## src/rtl/morph_pkg.sv

```systemverilog
package morph_pkg;

  localparam int unsigned WIN      = 3;
  localparam int unsigned WIN_AREA = WIN * WIN;

  typedef enum logic {
    MODE_DILATE = 1'b0,
    MODE_ERODE  = 1'b1
  } morph_mode_e;

  // position flags of the window centre, travelling with the data
  typedef struct packed {
    logic vld;
    logic ero;
    logic top;
    logic bot;
    logic lft;
    logic rgt;
  } win_tag_t;

endpackage

```

## src/rtl/morph_line_buf.sv

```systemverilog
module morph_line_buf #(
  parameter int unsigned DEPTH = 256,
  parameter int unsigned AW    = $clog2(DEPTH)
) (
  input  logic          clk_i,
  input  logic          adv_i,
  input  logic [AW-1:0] ptr_i,
  input  logic          din_i,
  output logic          dout_o
);

  logic mem_q [DEPTH];

  // read-before-write at the shared column pointer: DEPTH-step delay
  assign dout_o = mem_q[ptr_i];

  always_ff @(posedge clk_i) begin
    if (adv_i) mem_q[ptr_i] <= din_i;
  end

endmodule

```

## src/rtl/morph_window.sv

```systemverilog
module morph_window
  import morph_pkg::*;
#(
  parameter int unsigned IMG_W = 256,
  parameter int unsigned IMG_H = 256,
  parameter int unsigned COL_W = $clog2(IMG_W),
  parameter int unsigned ROW_W = $clog2(IMG_H + 2)
) (
  input  logic                     clk_i,
  input  logic                     rst_ni,
  input  logic                     valid_i,
  input  logic                     sof_i,
  input  logic                     pix_i,
  input  logic                     mode_i,
  output logic [WIN-1:0][WIN-1:0]  win_o,
  output win_tag_t                 tag_o
);

  localparam int unsigned NLB = WIN - 1;
  localparam logic [COL_W-1:0] COL_LAST  = COL_W'(IMG_W - 1);
  localparam logic [ROW_W-1:0] ROW_LAST  = ROW_W'(IMG_H - 1);
  localparam logic [ROW_W-1:0] ROW_DRAIN = ROW_W'(IMG_H + 1);

  typedef enum logic [1:0] {ST_IDLE, ST_FILL, ST_DRAIN} state_e;

  state_e           state_q, state_d;
  logic [COL_W-1:0] col_q, cur_col, nxt_col, ctr_col;
  logic [ROW_W-1:0] row_q, cur_row, nxt_row, ctr_row;
  logic             start, accept, adv, push_pix, ero_q, ero_cur, ctr_vld;
  logic [NLB-1:0]   lb_din, lb_dout;
  logic [WIN-1:0]   sh_q [WIN];  // [0] top row .. [WIN-1] bottom row; bit 0 newest
  win_tag_t         tag_q;

  assign start    = valid_i & sof_i;
  assign accept   = valid_i & (sof_i | (state_q == ST_FILL));
  assign adv      = accept | (state_q == ST_DRAIN);
  assign push_pix = accept & pix_i;   // drain steps push a don't-care 0
  assign cur_col  = start ? '0 : col_q;
  assign cur_row  = start ? '0 : row_q;
  assign ero_cur  = start ? mode_i : ero_q;

  always_comb begin
    if (cur_col == COL_LAST) begin
      nxt_col = '0;
      nxt_row = cur_row + ROW_W'(1);
    end else begin
      nxt_col = cur_col + COL_W'(1);
      nxt_row = cur_row;
    end
  end

  always_comb begin
    state_d = state_q;
    if (accept) begin
      state_d = (cur_row == ROW_LAST && cur_col == COL_LAST) ? ST_DRAIN : ST_FILL;
    end else if (adv && cur_row == ROW_DRAIN) begin
      state_d = ST_IDLE;
    end
  end

  // window centre trails the newest pixel by one line plus one pixel
  assign ctr_vld = (cur_row > ROW_W'(1)) || (cur_row == ROW_W'(1) && cur_col != '0);
  assign ctr_col = (cur_col == '0) ? COL_LAST : cur_col - COL_W'(1);
  assign ctr_row = (cur_col == '0) ? cur_row - ROW_W'(2) : cur_row - ROW_W'(1);

  always_ff @(posedge clk_i or negedge rst_ni) begin
    if (!rst_ni) begin
      state_q <= ST_IDLE;
      col_q   <= '0;
      row_q   <= '0;
      ero_q   <= 1'b0;
      tag_q   <= '0;
    end else begin
      state_q <= state_d;
      if (adv) begin
        col_q <= nxt_col;
        row_q <= nxt_row;
      end
      if (start) ero_q <= mode_i;
      tag_q <= '{vld: adv & ctr_vld,
                 ero: ero_cur,
                 top: (ctr_row == '0),
                 bot: (ctr_row == ROW_LAST),
                 lft: (ctr_col == '0),
                 rgt: (ctr_col == COL_LAST)};
    end
  end

  assign lb_din[0] = push_pix;
  for (genvar i = 1; i < NLB; i++) begin : g_lb_chain
    assign lb_din[i] = lb_dout[i-1];
  end

  for (genvar i = 0; i < NLB; i++) begin : g_lb
    morph_line_buf #(
      .DEPTH(IMG_W),
      .AW   (COL_W)
    ) u_lb (
      .clk_i (clk_i),
      .adv_i (adv),
      .ptr_i (cur_col),
      .din_i (lb_din[i]),
      .dout_o(lb_dout[i])
    );
  end

  always_ff @(posedge clk_i or negedge rst_ni) begin
    if (!rst_ni) begin
      for (int r = 0; r < WIN; r++) sh_q[r] <= '0;
    end else if (adv) begin
      sh_q[WIN-1] <= {sh_q[WIN-1][WIN-2:0], push_pix};
      for (int i = 0; i < NLB; i++) begin
        sh_q[WIN-2-i] <= {sh_q[WIN-2-i][WIN-2:0], lb_dout[i]};
      end
    end
  end

  for (genvar r = 0; r < WIN; r++) begin : g_row
    for (genvar c = 0; c < WIN; c++) begin : g_col
      assign win_o[r][c] = sh_q[r][WIN-1-c];
    end
  end

  assign tag_o = tag_q;

endmodule

```

## src/rtl/morph_sum.sv

```systemverilog
module morph_sum
  import morph_pkg::*;
#(
  parameter int unsigned PSUM_W = 11,
  parameter int unsigned SUM_W  = 12
) (
  input  logic                    clk_i,
  input  logic                    rst_ni,
  input  logic [WIN-1:0][WIN-1:0] win_i,
  input  win_tag_t                tag_i,
  output logic [SUM_W-1:0]        sum_o,
  output win_tag_t                tag_o
);

  logic [WIN-1:0][WIN-1:0]    msk;
  logic [WIN-1:0][PSUM_W-1:0] psum_d, psum_q;
  logic [SUM_W-1:0]           sum_d, sum_q;
  win_tag_t                   tag_a_q, tag_b_q;

  // replace taps outside the image by the mode's neutral value
  for (genvar r = 0; r < WIN; r++) begin : g_mr
    for (genvar c = 0; c < WIN; c++) begin : g_mc
      assign msk[r][c] = ((r == 0       && tag_i.top) ||
                          (r == WIN - 1 && tag_i.bot) ||
                          (c == 0       && tag_i.lft) ||
                          (c == WIN - 1 && tag_i.rgt)) ? tag_i.ero : win_i[r][c];
    end
  end

  always_comb begin
    for (int r = 0; r < WIN; r++) begin
      psum_d[r] = '0;
      for (int c = 0; c < WIN; c++) psum_d[r] = psum_d[r] + PSUM_W'(msk[r][c]);
    end
  end

  always_comb begin
    sum_d = '0;
    for (int r = 0; r < WIN; r++) sum_d = sum_d + SUM_W'(psum_q[r]);
  end

  always_ff @(posedge clk_i or negedge rst_ni) begin
    if (!rst_ni) begin
      psum_q  <= '0;
      sum_q   <= '0;
      tag_a_q <= '0;
      tag_b_q <= '0;
    end else begin
      psum_q  <= psum_d;
      tag_a_q <= tag_i;
      sum_q   <= sum_d;
      tag_b_q <= tag_a_q;
    end
  end

  assign sum_o = sum_q;
  assign tag_o = tag_b_q;

endmodule

```

## src/rtl/morph_filter.sv

```systemverilog
module morph_filter
  import morph_pkg::*;
#(
  parameter int unsigned IMG_W  = 256,
  parameter int unsigned IMG_H  = 256,
  parameter int unsigned PSUM_W = 11,
  parameter int unsigned SUM_W  = 12
) (
  input  logic clk_i,
  input  logic rst_ni,
  input  logic valid_i,
  input  logic sof_i,
  input  logic pix_i,
  input  logic mode_i,
  output logic valid_o,
  output logic pix_o
);

  localparam int unsigned COL_W = $clog2(IMG_W);
  localparam int unsigned ROW_W = $clog2(IMG_H + 2);
  localparam logic [SUM_W-1:0] THR_ERO = SUM_W'(WIN_AREA);
  localparam logic [SUM_W-1:0] THR_DIL = SUM_W'(1);

  logic [WIN-1:0][WIN-1:0] win;
  win_tag_t                win_tag, sum_tag;
  logic [SUM_W-1:0]        sum;
  logic                    hit, valid_q, pix_q;

  morph_window #(
    .IMG_W(IMG_W),
    .IMG_H(IMG_H),
    .COL_W(COL_W),
    .ROW_W(ROW_W)
  ) u_window (
    .clk_i  (clk_i),
    .rst_ni (rst_ni),
    .valid_i(valid_i),
    .sof_i  (sof_i),
    .pix_i  (pix_i),
    .mode_i (mode_i),
    .win_o  (win),
    .tag_o  (win_tag)
  );

  morph_sum #(
    .PSUM_W(PSUM_W),
    .SUM_W (SUM_W)
  ) u_sum (
    .clk_i (clk_i),
    .rst_ni(rst_ni),
    .win_i (win),
    .tag_i (win_tag),
    .sum_o (sum),
    .tag_o (sum_tag)
  );

  assign hit = sum_tag.ero ? (sum == THR_ERO) : (sum >= THR_DIL);

  always_ff @(posedge clk_i or negedge rst_ni) begin
    if (!rst_ni) begin
      valid_q <= 1'b0;
      pix_q   <= 1'b0;
    end else begin
      valid_q <= sum_tag.vld;
      pix_q   <= sum_tag.vld & hit;
    end
  end

  assign valid_o = valid_q;
  assign pix_o   = pix_q;

endmodule

```

## config.mk

```make
export PLATFORM = sky130hd
export DESIGN_NAME = morph_filter
export DESIGN_NICKNAME = d
export VERILOG_FILES = /design/src/rtl/morph_pkg.sv /design/src/rtl/morph_line_buf.sv /design/src/rtl/morph_window.sv /design/src/rtl/morph_sum.sv /design/src/rtl/morph_filter.sv
export SDC_FILE = /design/constraint.sdc
export NUM_CORES = 1
export LEC_CHECK = 0
export ABC_CLOCK_PERIOD_IN_PS = 13700
export BUFFER_PORTS_ARGS = -buffer_cell sky130_fd_sc_hd__buf_2
export CORE_MARGIN = 2
export CORE_UTILIZATION = 47
export CTS_BUF_LIST = sky130_fd_sc_hd__clkbuf_4 sky130_fd_sc_hd__clkbuf_8
export CTS_CLUSTER_SIZE = 40
export DETAILED_ROUTE_END_ITERATION = 10
export PLACE_DENSITY = 0.64
export SKIP_CTS_REPAIR_TIMING = 1
export SLEW_MARGIN = 0
export SYNTH_ARGS = -nofsm -noshare
export SYNTH_HDL_FRONTEND = slang
export SYNTH_SLANG_ARGS = --single-unit
```

## constraint.sdc

```tcl
create_clock -name clk_i -period 13.7 [get_ports clk_i]
set_input_delay 0.685 -clock clk_i [delete_from_list [all_inputs] [get_ports clk_i]]
set_output_delay 0.685 -clock clk_i [all_outputs]
set_load 0.02 [all_outputs]
```

==> impl_metrics.yaml <==
final_layout:
  drive_gt1_share_pct: 12.11
  layout_commonest_cell: "edfxtp_1"
  syn2layout_area_growth_pct: 9.580
  mostFrequentLayoutCells: "512 x edfxtp_1, 331 x nor2_1, 195 x nand2_1, 95 x clkbuf_8, 89 x a21oi_1"
  fillers: 4374
  design_area_sq_um: 26780
  final_util_pct: 52.09
  final_nets: 1956
  ff_latch_area_sq_um: 16630
  multi_input_area_sq_um: 7208
global_route:
  overflow: 0
  grt_start_max_net_pins: 107
  grt_pass1_vias: 16200
  track_usage_pct: 26.49
  grt_pass1_wl_um: 104300
  grt_antenna_before_repair: 1
logic_synthesis:
  synth.area.top_cells: "edfxtp_1 63%, dfrtp_1 5.1%, nor2_1 5.1%, mux2i_1 3.2%, nand2_1 3.0%"
  ys_warn_count: 0
  ys_ff_latch: 562
  synth_area_leader_cell: "edfxtp_1"
  synth_cell_types: 69
  ys_seq_area_share_pct: 68.04
  syn_inst: 1940
  syn_nets: 1963
  synthArstFlopShare_pct: 8.897
  synth_ff_type: "edfxtp_1"
  syn_avg_cell_area_sq_um: 12.60
  synth_area_sq_um: 24440
  synth.top_cell.area_share_pct: 62.92
  synth-edff-count: 512
die:
  initial_core_util_pct: 47.54
  dieWidth_um: 232.0
  dieArea_sq_um: 53830
  fp-row-count: 83
  die_h_um: 232.0
  coreArea_sq_um: 51410
  io_pins: 8
timing:
  min_period_ns: 5.893
  hold_violations: 0
  slew_violations: 0
  finalCritPeriodShare_pct: 43.02
  setup_viol: 0
  tightest_slew_ns: 1.193
  final.setup_skew_ns: 0.05667
  final.setup.tns_ns: 0
  slew_headroom_pct: 20.31
  grt_setup_unrepaired: "false"
  clock.fmax_mhz: 169.7
routing:
  drt_iter0_drc: 2413
  ant_nets: 0
  vias: 16710
  viasPerCell: 6.238
  firstDrtPassIters: 6
  drt-total-wl_um: 71040
  avgRoutedWirePerCell_um: 26.52
  drc: 0
job:
  drv_cap: 0
critical_path:
  worstPathCellList: "buf_4 > buf_4 > a2bb2oi_1 > o22a_1 > a21oi_1 > a31oi_1 > nand4b_1 > o31ai_1 > o21ai_4 > buf_4 > buf_4"
  max_stage_delay_ns: 0.99
  cp.arrival_ns: 6.23
  path_class: "flip-flop to flip-flop"
  critPathSlowestCell: "dfrtp_4"
  crit_path_start: "u_window.col_q[0]$_DFFE_PN0N_"
  cp_max_fo: 100
  critPathLaunchType: "flip-flop"
  cpMostUsedCell: "buf_4"
  r2r-start: "u_window.col_q[0]$_DFFE_PN0N_"
  cp-end-kind: "flip-flop"
  required_ns: 14.03
placed_design:
  place_area_sq_um: 25070
  port_buffers: 7
  dp.final_hpwl_um: 40730
  gp_congestion: 0.9038
power_and_ir_drop:
  leakage_nw: 8.890
  power.density_nw_per_um2: 158.9
  vdd_drop_max_mv: 0.08921
clock_network:
  cts_made_buffers: 92
  cts_tree: "yes"
  cts_max_level: 3
  clock_sinks: 562
  cts-root-buf: "clkbuf_8"
  clock_latency_ns: 0.70
  cts_buffer_depth: 3
  path_clk_slew_ns: 0.06
worst_hold_path:
  min_path_type: "primary input to asynchronous set/reset pin"
status:
  status: "finished, final reports clean"
## critical path, delay by kind of cell (launching register included)
kind                   cells  cell delay (ns)
buffers and inverters      4             2.66
flip-flops                 1             0.99
AO/OA/AOI/OAI              6             1.49
AND/OR/NAND/NOR            1             0.17
## registers in the layout (all words and copies together), names as in the netlist, 4 cells and up
name	cells
u_sum.psum_q	6
u_window.col_q	8
u_sum.sum_o	4
u_window.win_o	9
u_window.row_q	9
u_window.tag_o	5
u_window.g_lb.u_lb.mem_q	512
## where the power goes
group | switching, mW | internal, mW
clock network | 0.661 | 0.735
registers | 0.0369 | 2.03
logic | 0.579 | 0.210
## cells in the mapped netlist, types with 11 or more instances
library cell,instances
a22oi_1,14
o21ai_0,50
clkbuf_1,85
a31oi_1,31
o221ai_1,14
o22ai_1,26
a221o_1,13
nand3_1,70
buf_2,30
dfrtp_1,50
buf_1,26
xnor2_1,17
o211ai_1,13
nand4_1,11
a211oi_1,30
edfxtp_1,512
a21oi_1,89
nor2b_1,25
nand2b_1,15
nand2_1,195
mux2i_1,77
a221oi_1,11
ha_1,12
nor2_1,331
inv_1,19
mux2_2,32
## per-stage QoR
step,cells,worst slack [ns],hold slack [ns],total power [mW]
2_1_floorplan,1940,3.638,0.3312,2.632
3_3_place_gp,2519,7.970,0.3314,2.864
3_5_place_dp,2519,7.885,0.3347,2.877
4_1_cts,2678,7.912,0.09171,4.255
5_1_grt,2679,7.587,0.1444,4.396
6_report,2679,7.807,0.1066,4.255
## layout make-up
| cell class | instances | area share (%) |
|---|---|---|
| Antenna cell | 1 | 0.009345 |
| Clock buffer | 123 | 5.668 |
| Clock inverter | 36 | 0.7149 |
| Inverter | 21 | 0.2944 |
| Multi-Input combinational cell | 1214 | 26.92 |
| Sequential cell | 562 | 62.11 |
| Tap cell | 680 | 3.177 |
| Timing Repair Buffer | 42 | 1.112 |
## final timing paths
check / endpoint / slack, ns / cells past startpoint
worst min-delay path: u_sum.tag_a_q[4]$_DFF_PN0_ / 0.11 / 2
max in group asynchronous: u_window.col_q[1]$_DFFE_PN0N_ / 13.07 / 2
worst min register to register: u_sum.tag_a_q[5]$_DFF_PN0_ / 0.35 / 0
worst max register to register: u_window.g_lb[1].u_lb.mem_q[143]$_DFFE_PP_ / 7.81 / 11
min in group clk_i: u_window.ero_q$_DFFE_PN0P_ / 0.19 / 3
worst max-delay path: u_window.g_lb[1].u_lb.mem_q[143]$_DFFE_PP_ / 7.81 / 11
## per-layer routing
layer	vias up	GRT usage (%)	routed length, um
li1	7207	-	-
met1	8226	35.36	27760
met2	1077	40.77	32350
met3	202	6.422	7696
met4	0	12.86	3231
met5	-	0	0
## kinds of logic after synthesis
group	Yosys count	synth area share (%)
fa+ha+maj	17	1.024
mux	116	5.274
simple gates	694	12.08
buf+inv	164	2.719
xor+xnor	20	0.7168
compound gates	367	10.15
flops	562	68.04
(Power assumes the default switching activity.)
